`src/rtl/tfr_pkg.sv`:
```
package tfr_pkg;

    typedef enum logic [0:0] {
        BUS_IDLE = 1'b0,
        BUS_RESP = 1'b1
    } bus_state_e;

    localparam int unsigned VAL_W  = 64;
    localparam int unsigned DATA_W = 32;
    localparam int unsigned NUM_CH = 2;

    // word indices (byte offset / 4)
    localparam int unsigned W_PCNT_LO = 0;
    localparam int unsigned W_PCNT_HI = 1;
    localparam int unsigned W_VCNT_LO = 2;
    localparam int unsigned W_VCNT_HI = 3;
    localparam int unsigned W_FREQ    = 4;

    localparam int unsigned CH_BASE_PHYS  = 8;
    localparam int unsigned CH_STRIDE     = 4;
    localparam int unsigned CH_OFS_CMP_LO = 0;
    localparam int unsigned CH_OFS_CMP_HI = 1;
    localparam int unsigned CH_OFS_CTRL   = 3;

    localparam int unsigned CTRL_EN   = 0;
    localparam int unsigned CTRL_MASK = 1;
    localparam int unsigned CTRL_STAT = 2;

    function automatic int unsigned ch_base(int unsigned c);
        return CH_BASE_PHYS + CH_STRIDE * c;
    endfunction

endpackage

```
`src/rtl/tfr_counter.sv`:
```
module tfr_counter #(
    parameter int unsigned CNT_W = 56
) (
    input  logic             clk,
    input  logic             rst_n,
    input  logic             tick_en,
    output logic [CNT_W-1:0] count
);

    logic [CNT_W-1:0] count_q;

    always_ff @(posedge clk or negedge rst_n) begin
        if (!rst_n) begin
            count_q <= '0;
        end else if (tick_en) begin
            count_q <= count_q + CNT_W'(1);
        end
    end

    assign count = count_q;

endmodule

```
`src/rtl/tfr_channel.sv`:
```
module tfr_channel #(
    parameter int unsigned CNT_W = 56
) (
    input  logic                       clk,
    input  logic                       rst_n,
    input  logic [CNT_W-1:0]           count,
    input  logic                       wr_cmp_lo,
    input  logic                       wr_cmp_hi,
    input  logic                       wr_ctrl,
    input  logic [tfr_pkg::DATA_W-1:0] wdata,
    output logic [tfr_pkg::VAL_W-1:0]  cmp_val,
    output logic                       en,
    output logic                       mask,
    output logic                       status,
    output logic                       irq
);

    localparam int unsigned HALF = tfr_pkg::DATA_W;

    logic [tfr_pkg::VAL_W-1:0] cmp_q;
    logic                      en_q;
    logic                      mask_q;
    logic [tfr_pkg::VAL_W-1:0] count_ext;

    always_ff @(posedge clk or negedge rst_n) begin
        if (!rst_n) begin
            cmp_q <= '0;
        end else begin
            if (wr_cmp_lo) begin
                cmp_q[HALF-1:0] <= wdata;
            end
            if (wr_cmp_hi) begin
                cmp_q[tfr_pkg::VAL_W-1:HALF] <= wdata;
            end
        end
    end

    always_ff @(posedge clk or negedge rst_n) begin
        if (!rst_n) begin
            en_q   <= 1'b0;
            mask_q <= 1'b0;
        end else if (wr_ctrl) begin
            en_q   <= wdata[tfr_pkg::CTRL_EN];
            mask_q <= wdata[tfr_pkg::CTRL_MASK];
        end
    end

    assign count_ext = tfr_pkg::VAL_W'(count);

    always_comb begin
        status = en_q && (count_ext >= cmp_q);
        irq    = status && !mask_q;
    end

    assign cmp_val = cmp_q;
    assign en      = en_q;
    assign mask    = mask_q;

endmodule

```
`src/rtl/tfr_bus_fsm.sv`:
```
module tfr_bus_fsm (
    input  logic                       clk,
    input  logic                       rst_n,
    input  logic                       req_valid,
    input  logic                       req_write,
    input  logic [tfr_pkg::DATA_W-1:0] rd_word,
    output logic                       req_ready,
    output logic                       accept,
    output logic                       rsp_valid,
    output logic [tfr_pkg::DATA_W-1:0] rsp_rdata
);

    tfr_pkg::bus_state_e state_q, state_d;
    logic [tfr_pkg::DATA_W-1:0] rdata_q;

    // state register
    always_ff @(posedge clk or negedge rst_n) begin
        if (!rst_n) begin
            state_q <= tfr_pkg::BUS_IDLE;
        end else begin
            state_q <= state_d;
        end
    end

    // transitions: ACCEPT (idle -> resp), RETIRE (resp -> idle)
    always_comb begin
        state_d = state_q;
        unique case (state_q)
            tfr_pkg::BUS_IDLE: if (req_valid) state_d = tfr_pkg::BUS_RESP;
            tfr_pkg::BUS_RESP: state_d = tfr_pkg::BUS_IDLE;
            default:           state_d = tfr_pkg::BUS_IDLE;
        endcase
    end

    // outputs
    always_comb begin
        req_ready = 1'b0;
        rsp_valid = 1'b0;
        unique case (state_q)
            tfr_pkg::BUS_IDLE: req_ready = 1'b1;
            tfr_pkg::BUS_RESP: rsp_valid = 1'b1;
            default: begin
                req_ready = 1'b0;
                rsp_valid = 1'b0;
            end
        endcase
        accept = req_ready && req_valid;
    end

    always_ff @(posedge clk or negedge rst_n) begin
        if (!rst_n) begin
            rdata_q <= '0;
        end else if (accept) begin
            rdata_q <= req_write ? '0 : rd_word;
        end
    end

    assign rsp_rdata = rdata_q;

endmodule

```
`src/rtl/cmp_timer_frame.sv`:
```
module cmp_timer_frame #(
    parameter int unsigned ADDR_W      = 8,
    parameter int unsigned CNT_W       = 56,
    parameter logic [31:0] FREQ_WORD   = 32'd50_000_000,
    parameter logic [63:0] VIRT_OFFSET = 64'h0
) (
    input  logic              clk,
    input  logic              rst_n,
    input  logic              tick_en,
    input  logic              req_valid,
    output logic              req_ready,
    input  logic              req_write,
    input  logic [ADDR_W-1:0] req_addr,
    input  logic [31:0]       req_wdata,
    output logic              rsp_valid,
    output logic [31:0]       rsp_rdata,
    output logic              irq_phys,
    output logic              irq_virt
);

    localparam int unsigned NCH  = tfr_pkg::NUM_CH;
    localparam int unsigned VW   = tfr_pkg::VAL_W;
    localparam int unsigned DW   = tfr_pkg::DATA_W;

    logic [31:0]      word_idx;
    logic             aligned;
    logic             accept;
    logic [DW-1:0]    rd_word;
    logic [CNT_W-1:0] phys_cnt;
    logic [CNT_W-1:0] virt_cnt;
    logic [VW-1:0]    phys_cnt64;
    logic [VW-1:0]    virt_cnt64;

    logic [CNT_W-1:0] ch_cnt  [NCH];
    logic [VW-1:0]    ch_cmp  [NCH];
    logic             ch_en   [NCH];
    logic             ch_mask [NCH];
    logic             ch_stat [NCH];
    logic             ch_irq  [NCH];

    assign word_idx = 32'(req_addr[ADDR_W-1:2]);
    assign aligned  = (req_addr[1:0] == 2'b00);

    tfr_counter #(.CNT_W(CNT_W)) u_counter (
        .clk     (clk),
        .rst_n   (rst_n),
        .tick_en (tick_en),
        .count   (phys_cnt)
    );

    assign virt_cnt   = phys_cnt + VIRT_OFFSET[CNT_W-1:0];
    assign phys_cnt64 = VW'(phys_cnt);
    assign virt_cnt64 = VW'(virt_cnt);
    assign ch_cnt[0]  = phys_cnt;
    assign ch_cnt[1]  = virt_cnt;

    for (genvar c = 0; c < NCH; c++) begin : g_ch
        localparam int unsigned BASE = tfr_pkg::ch_base(c);
        logic wr_lo, wr_hi, wr_ctl;

        assign wr_lo  = accept && req_write && aligned && (word_idx == BASE + tfr_pkg::CH_OFS_CMP_LO);
        assign wr_hi  = accept && req_write && aligned && (word_idx == BASE + tfr_pkg::CH_OFS_CMP_HI);
        assign wr_ctl = accept && req_write && aligned && (word_idx == BASE + tfr_pkg::CH_OFS_CTRL);

        tfr_channel #(.CNT_W(CNT_W)) u_ch (
            .clk       (clk),
            .rst_n     (rst_n),
            .count     (ch_cnt[c]),
            .wr_cmp_lo (wr_lo),
            .wr_cmp_hi (wr_hi),
            .wr_ctrl   (wr_ctl),
            .wdata     (req_wdata),
            .cmp_val   (ch_cmp[c]),
            .en        (ch_en[c]),
            .mask      (ch_mask[c]),
            .status    (ch_stat[c]),
            .irq       (ch_irq[c])
        );
    end

    // read multiplexer: live values at the accept edge
    always_comb begin
        rd_word = '0;
        if (aligned) begin
            case (word_idx)
                tfr_pkg::W_PCNT_LO: rd_word = phys_cnt64[DW-1:0];
                tfr_pkg::W_PCNT_HI: rd_word = phys_cnt64[VW-1:DW];
                tfr_pkg::W_VCNT_LO: rd_word = virt_cnt64[DW-1:0];
                tfr_pkg::W_VCNT_HI: rd_word = virt_cnt64[VW-1:DW];
                tfr_pkg::W_FREQ:    rd_word = FREQ_WORD;
                default: begin
                    for (int unsigned c = 0; c < NCH; c++) begin
                        if (word_idx == tfr_pkg::ch_base(c) + tfr_pkg::CH_OFS_CMP_LO) begin
                            rd_word = ch_cmp[c][DW-1:0];
                        end
                        if (word_idx == tfr_pkg::ch_base(c) + tfr_pkg::CH_OFS_CMP_HI) begin
                            rd_word = ch_cmp[c][VW-1:DW];
                        end
                        if (word_idx == tfr_pkg::ch_base(c) + tfr_pkg::CH_OFS_CTRL) begin
                            rd_word[tfr_pkg::CTRL_EN]   = ch_en[c];
                            rd_word[tfr_pkg::CTRL_MASK] = ch_mask[c];
                            rd_word[tfr_pkg::CTRL_STAT] = ch_stat[c];
                        end
                    end
                end
            endcase
        end
    end

    tfr_bus_fsm u_bus (
        .clk       (clk),
        .rst_n     (rst_n),
        .req_valid (req_valid),
        .req_write (req_write),
        .rd_word   (rd_word),
        .req_ready (req_ready),
        .accept    (accept),
        .rsp_valid (rsp_valid),
        .rsp_rdata (rsp_rdata)
    );

    assign irq_phys = ch_irq[0];
    assign irq_virt = ch_irq[1];

endmodule

```
`config.mk`:
```
export PLATFORM = sky130hd
export DESIGN_NAME = cmp_timer_frame
export DESIGN_NICKNAME = d
export VERILOG_FILES = /design/src/rtl/tfr_pkg.sv /design/src/rtl/tfr_counter.sv /design/src/rtl/tfr_channel.sv /design/src/rtl/tfr_bus_fsm.sv /design/src/rtl/cmp_timer_frame.sv
export SDC_FILE = /design/constraint.sdc
export NUM_CORES = 1
export LEC_CHECK = 0
export ABC_AREA = 1
export BUFFER_PORTS_ARGS = -buffer_cell sky130_fd_sc_hd__buf_4
export CAP_MARGIN = 20
export CORE_MARGIN = 5
export CORE_UTILIZATION = 60
export DETAILED_ROUTE_END_ITERATION = 12
export PLACE_DENSITY = 0.86
export SLEW_MARGIN = 20
export SYNTH_ARGS = -nofsm -noshare
export SYNTH_HDL_FRONTEND = slang
export SYNTH_SLANG_ARGS = --single-unit
export TNS_END_PERCENT = 50
```
`constraint.sdc`:
```
create_clock -name clk -period 2.7 [get_ports clk]
set_clock_uncertainty 0.2 [all_clocks]
set_input_delay 0 -clock clk [delete_from_list [all_inputs] [get_ports clk]]
set_output_delay 0 -clock clk [all_outputs]
set_load 0.02 [all_outputs]
```
* After elaboration in Yosys (flattened, before gate mapping) *
Index checks and enable logic that the tools add are counted.

storage, ports and cells
  register bits = 221
  output and inout port bits = 36

operators by class
  $add $sub $neg = 1
  order comparisons = 2
  equality and inequality tests = 10
  multiplexer cells = 13
  bitwise operators = 1
  reductions and logical operators = 19

operators with widths
  operator                                                          number
  32-bit 2-to-1 mux                                                 6
  56-bit by 64-bit >= comparator with 1-bit output                  2
  32-bit one-hot mux with 3 select lines                            1
  56-bit by 1-bit adder with 56-bit output (second input constant)  1
  6-bit by 4-bit == test with 1-bit output (second input constant)  6
  32-bit logical NOT                                                1
  1-bit logical AND                                                 13
  6-bit by 2-bit == test with 1-bit output (second input constant)  2
  6-bit by 1-bit == test with 1-bit output (second input constant)  1
  6-bit by 3-bit == test with 1-bit output (second input constant)  1
  3-bit 2-to-1 mux                                                  2
  2-bit OR reduction                                                2
  1-bit 2-to-1 mux                                                  3
  1-bit logical NOT                                                 2
  2-bit logical NOT                                                 1
  1-bit one-hot mux with 2 select lines                             1
  1-bit inverter                                                    1

* Logic depth before layout (Yosys ltp) *
  depth after elaboration = 10
  mapped depth = 23
  gate-level depth less buffers = 23

* Cells and area by module *
From an unflattened synthesis, not the netlist that was laid out.

second synthesis, totals
  cells, all modules = 1860
  area, all modules = 14029.7 µm²

by module, submodules not included
  module           times used  cells each  area each (µm²)
  tfr_channel      2           468         3863.7
  tfr_counter      1           382         3100.5
  cmp_timer_frame  1           336         1690.4
  tfr_bus_fsm      1           206         1511.4

* Worst setup path after synthesis *
No wires, ideal clock.

  path type = reg-to-reg
  from = reg u_counter.count_q[1] (netlist: u_counter.count[1])
  to = reg u_counter.count_q[54] (netlist: u_counter.count[54])
  setup time = 122 ps
  data arrival time = 1845 ps
  data required time = 2378 ps
  slack = 533 ps
  cell stages (with the launch flop) = 14
  buffers on the path = 0
  period minus slack after synthesis = 2167 ps
  cells stage by stage = dfrtp_1 > ha_1 > nand3_1 > nor3_2 > nand2_2 > nor2_4 > nand3_2 > nor3_2 > nand2_2 > nor3_4 > nand2_2 > nor2_4 > nand2_1 > xor2_1

on the way
  cells in the longest elaborated chain, start to end = 1

RTL lines
  item                                      line               source
  from (decl)                               tfr_counter.sv:10  logic [CNT_W-1:0] count_q;
  from (signal assigned)                    tfr_counter.sv:16  count_q <= count_q + CNT_W'(1);
  56-bit by 1-bit adder with 56-bit output  tfr_counter.sv:16

Every way passes these cells.
A chain may end at the register's enable or synchronous reset.

* Final worst setup path *
  from = reg u_counter.count_q[47] (netlist: u_counter.count[47])
  to = out irq_virt

on the way
  cells in the longest elaborated chain, start to end = 3

RTL lines
  item                                              line                   source
  56-bit by 64-bit >= comparator with 1-bit output  tfr_channel.sv:51      status = en_q && (count_ext >= cmp_q);
  1-bit logical AND                                 tfr_channel.sv:51
  1-bit logical AND                                 tfr_channel.sv:52      irq = status && !mask_q;
  to (decl)                                         cmp_timer_frame.sv:18  output logic irq_virt

Every way passes these cells.

==> reports/metrics.yaml <==
grt:
  grt_start_max_net_pins: 88
  grt.overflow.total: 0
  grt_pass1_vias: 12636
  grt_usage_pct: 37.4
  grt_first_pass_wirelength_mm: 71.8
  antenna_found_initial: 1
timing:
  finalHoldViolations: 0
  fin_crit_sh_pct: 111
  slew_headroom_pct: 40.3
  max_freq_mhz: 335
  slew_violations: 0
  worst_pin_slew_ps: 895
  worst_slack_ps: -289
  period_needed_ps: 2990
  setup_viol: 2
  grt_setup_unrepaired: "true"
worst_setup_path:
  critical_path_arrival_ps: 2790
  critPathRequiredTime_ps: 2500
  crit_type: "reg2out"
  start_kind: "register"
  critical_path.max_fanout: 5
  cp-end-kind: "output port"
clock_tree:
  clkLatencyLatePin_ps: 540
  path_clk_slew_ps: 60
  clock_sinks: 221
  clockBufferDepth: 3
  cts_root_buf: "clkbuf_16"
  cts_buffers: 24
  cts_tree: "yes"
  htreeDepth: 1
route:
  vias: 13053
  drtIter0Drc: 1695
  drtPass1Iterations: 6
  wl_mm: 46.6
  drc: 0
  wire_per_inst_um: 22.1
  ant_nets: 0
  viasPerCell: 6.20
floorplanning:
  die_x_um: 159
  die_area_um2: 25100
  die_h_um: 159
  start_util_pct: 60.8
  placementRows: 54
  core-area_um2: 21800
  boundaryPins: 81
power_and_ir_drop:
  p_leak_nw: 7.57
  irDropWorstVdd_mv: 0.480
  p_per_area_nw_per_um2: 510
cells_and_area:
  fin_util_pct: 73.9
  fillCellCount: 1589
  drive_gt1_share_pct: 13.7
  layout.nets: 1967
  num_antenna_cells: 0
  design_area_um2: 16100
  area_growth_syn_to_layout_pct: 21.5
  multi_input_area_um2: 6630
  regArea_um2: 5550
flow_run:
  drv_cap: 0
yosys:
  yosys-top-cells-area: "dfrtp_1 (42%), ha_1 (11%), nand2_1 (9.4%), inv_1 (8.2%), o21ai_0 (6.4%)"
  yosysUniqueCellTypes: 37
  synth.yosys.seq_area_share_pct: 41.8
  syn-mean-instance-area_um2: 8.08
  synth_edf_count: 0
  synth_area_um2: 13200
  synth_area_leader_cell: "dfrtp_1"
  synthFlopType: "dfrtp_1"
  synthCells: 1637
  synth_top_area_share_pct: 41.8
  async_flop_share_pct: 100
  ys_ff_latch: 221
  ys_warn_count: 0
  postSynthNetCount: 1795
placement:
  gp_congestion: 1.02
  placed_area_um2: 14400
  post-dp-hpwl_mm: 33.2
  port_buffers: 80
status:
  failed_checks: "negative setup slack"
  status: "finished, violations left"
min_path:
  min_path_type: "in2reg"
[cell usage in the layout (no fill, tap or decap), drive strengths merged, types with 5 or more instances in the layout]
master	Yosys	final
nand2	335	335
inv	290	290
dfrtp	221	221
o21ai	168	168
buf	1	151
ha	113	113
nor2	80	80
a21oi	76	76
xor2	55	55
dlygate4sd3	0	48
nor3	40	40
nand3	33	33
o221ai	32	32
clkbuf	52	31
o211ai	26	26
nand4	22	22
nor4	20	20
a32o	19	19
o22ai	11	11
clkinv	1	9
a22oi	8	8
a211oi	8	8
o31ai	8	8
nand3b	5	5
[cell families after synthesis]
group                      after synthesis  share of synthesized area (%)
buffers and inverters                  344                           9.77
DFF                                    221                           41.8
adders and majority gates              113                           10.7
xor gates and xnor gates                55                           3.64
AOI/OAI and AO/OA                      366                           16.7
and+or+nand+nor                        538                           17.4
[power by group]
part / total [W] / switching, W / internal (W) / leakage (nW)
clock network: 0.00329 / 0.00136 / 0.00192 / 0.391
logic: 0.00129 / 0.000777 / 0.000513 / 4.28
registers: 0.00362 / 0.000173 / 0.00344 / 2.91
total: 0.00819 / 0.00231 / 0.00588 / 7.57
[layer usage]
layer	vias to the layer above	global-route usage, %	share of wire, %
met2	934	56.3	43
met5	-	0	0.019
met1	6130	51.8	38
met4	2	13.9	4.8
li1	5801	-	-
met3	186	10.4	14
[Yosys cell counts, drive strengths merged, types with 5 or more instances]
master,n
nand4,22
o211ai,26
o31ai,8
nor4,20
nand3,33
a21oi,76
a211oi,8
o21ai,168
nor3,40
nand2,335
nor2,80
clkbuf,52
inv,290
o221ai,32
a22oi,8
xor2,55
nand3b,5
ha,113
dfrtp,221
a32o,19
o22ai,11
[state kept, by name (all words and copies together) (netlist names)]
register           cells
u_bus.state_q          1
g_ch.u_ch.cmp_val    128
u_counter.count       56
u_bus.rsp_rdata       32
g_ch.u_ch.en           2
g_ch.u_ch.mask         2
[what timing repair did]
action	4_1_cts	5_1_grt
hold buffers	48	0
resized for setup	32	19
setup endpoints to repair	4	12
cloned	0	0
pin swaps	17	15
setup buffers	16	7
endpoints found under the hold margin	416	0
[final cells by class]
cell class	instances	area share [%]
well taps	280	2.18
clock buffers	31	4.15
flip-flops and latches	221	34.5
clock inverters	10	0.692
inverters	291	6.79
repair buffers	199	10.5
multi-input cells	1072	41.2
[path summary, 6_finish.rpt]
check | from | endpoint | slack (ps) | cells after the start
worst max-delay path | u_counter.count[47]$_DFFE_PN0P_ | irq_virt | -290 | 14
worst min-delay path | req_addr[7] | u_bus.rsp_rdata[27]$_DFFE_PN0P_ | 80 | 7
worst max register to register | u_counter.count[13]$_DFFE_PN0P_ | u_counter.count[51]$_DFFE_PN0P_ | 20 | 9
worst min register to register | u_bus.rsp_rdata[13]$_DFFE_PN0P_ | u_bus.rsp_rdata[13]$_DFFE_PN0P_ | 280 | 2
max in group asynchronous | rst_n | u_counter.count[4]$_DFFE_PN0P_ | 960 | 4
min in group asynchronous | rst_n | g_ch[1].u_ch.cmp_val[28]$_DFFE_PN0P_ | 380 | 3
[worst max-delay path, stage by stage (launching register included)]
cell and delay, ps:
dfrtp_1 490, ha_1 350, nand2_1 90, inv_1 40, nand2_1 200, a21oi_2 80
nor3b_1 270, nand2_1 170, inv_1 100, nand2_1 50, nand2_1 50, nand2_1 80
nand2_1 90, nor2_2 60, buf_6 130
[through the flow]
step / cells / power [W] / TNS (ps) / hold slack, ps / setup slack [ps]
after global routing: 2104 / 0.00852 / -676 / 135 / -320
final: 2104 / 0.00819 / -343 / 79.7 / -289
after floorplan: 1637 / 0.00426 / 0 / -496 / 533
after CTS: 2097 / 0.00812 / -197 / 31.1 / -168
after global placement: 1992 / 0.00466 / 0 / -157 / 1.67
after detailed placement: 1992 / 0.00470 / -60.5 / -147 / -60.5
No activity file was read; power rests on OpenSTA's default activity.
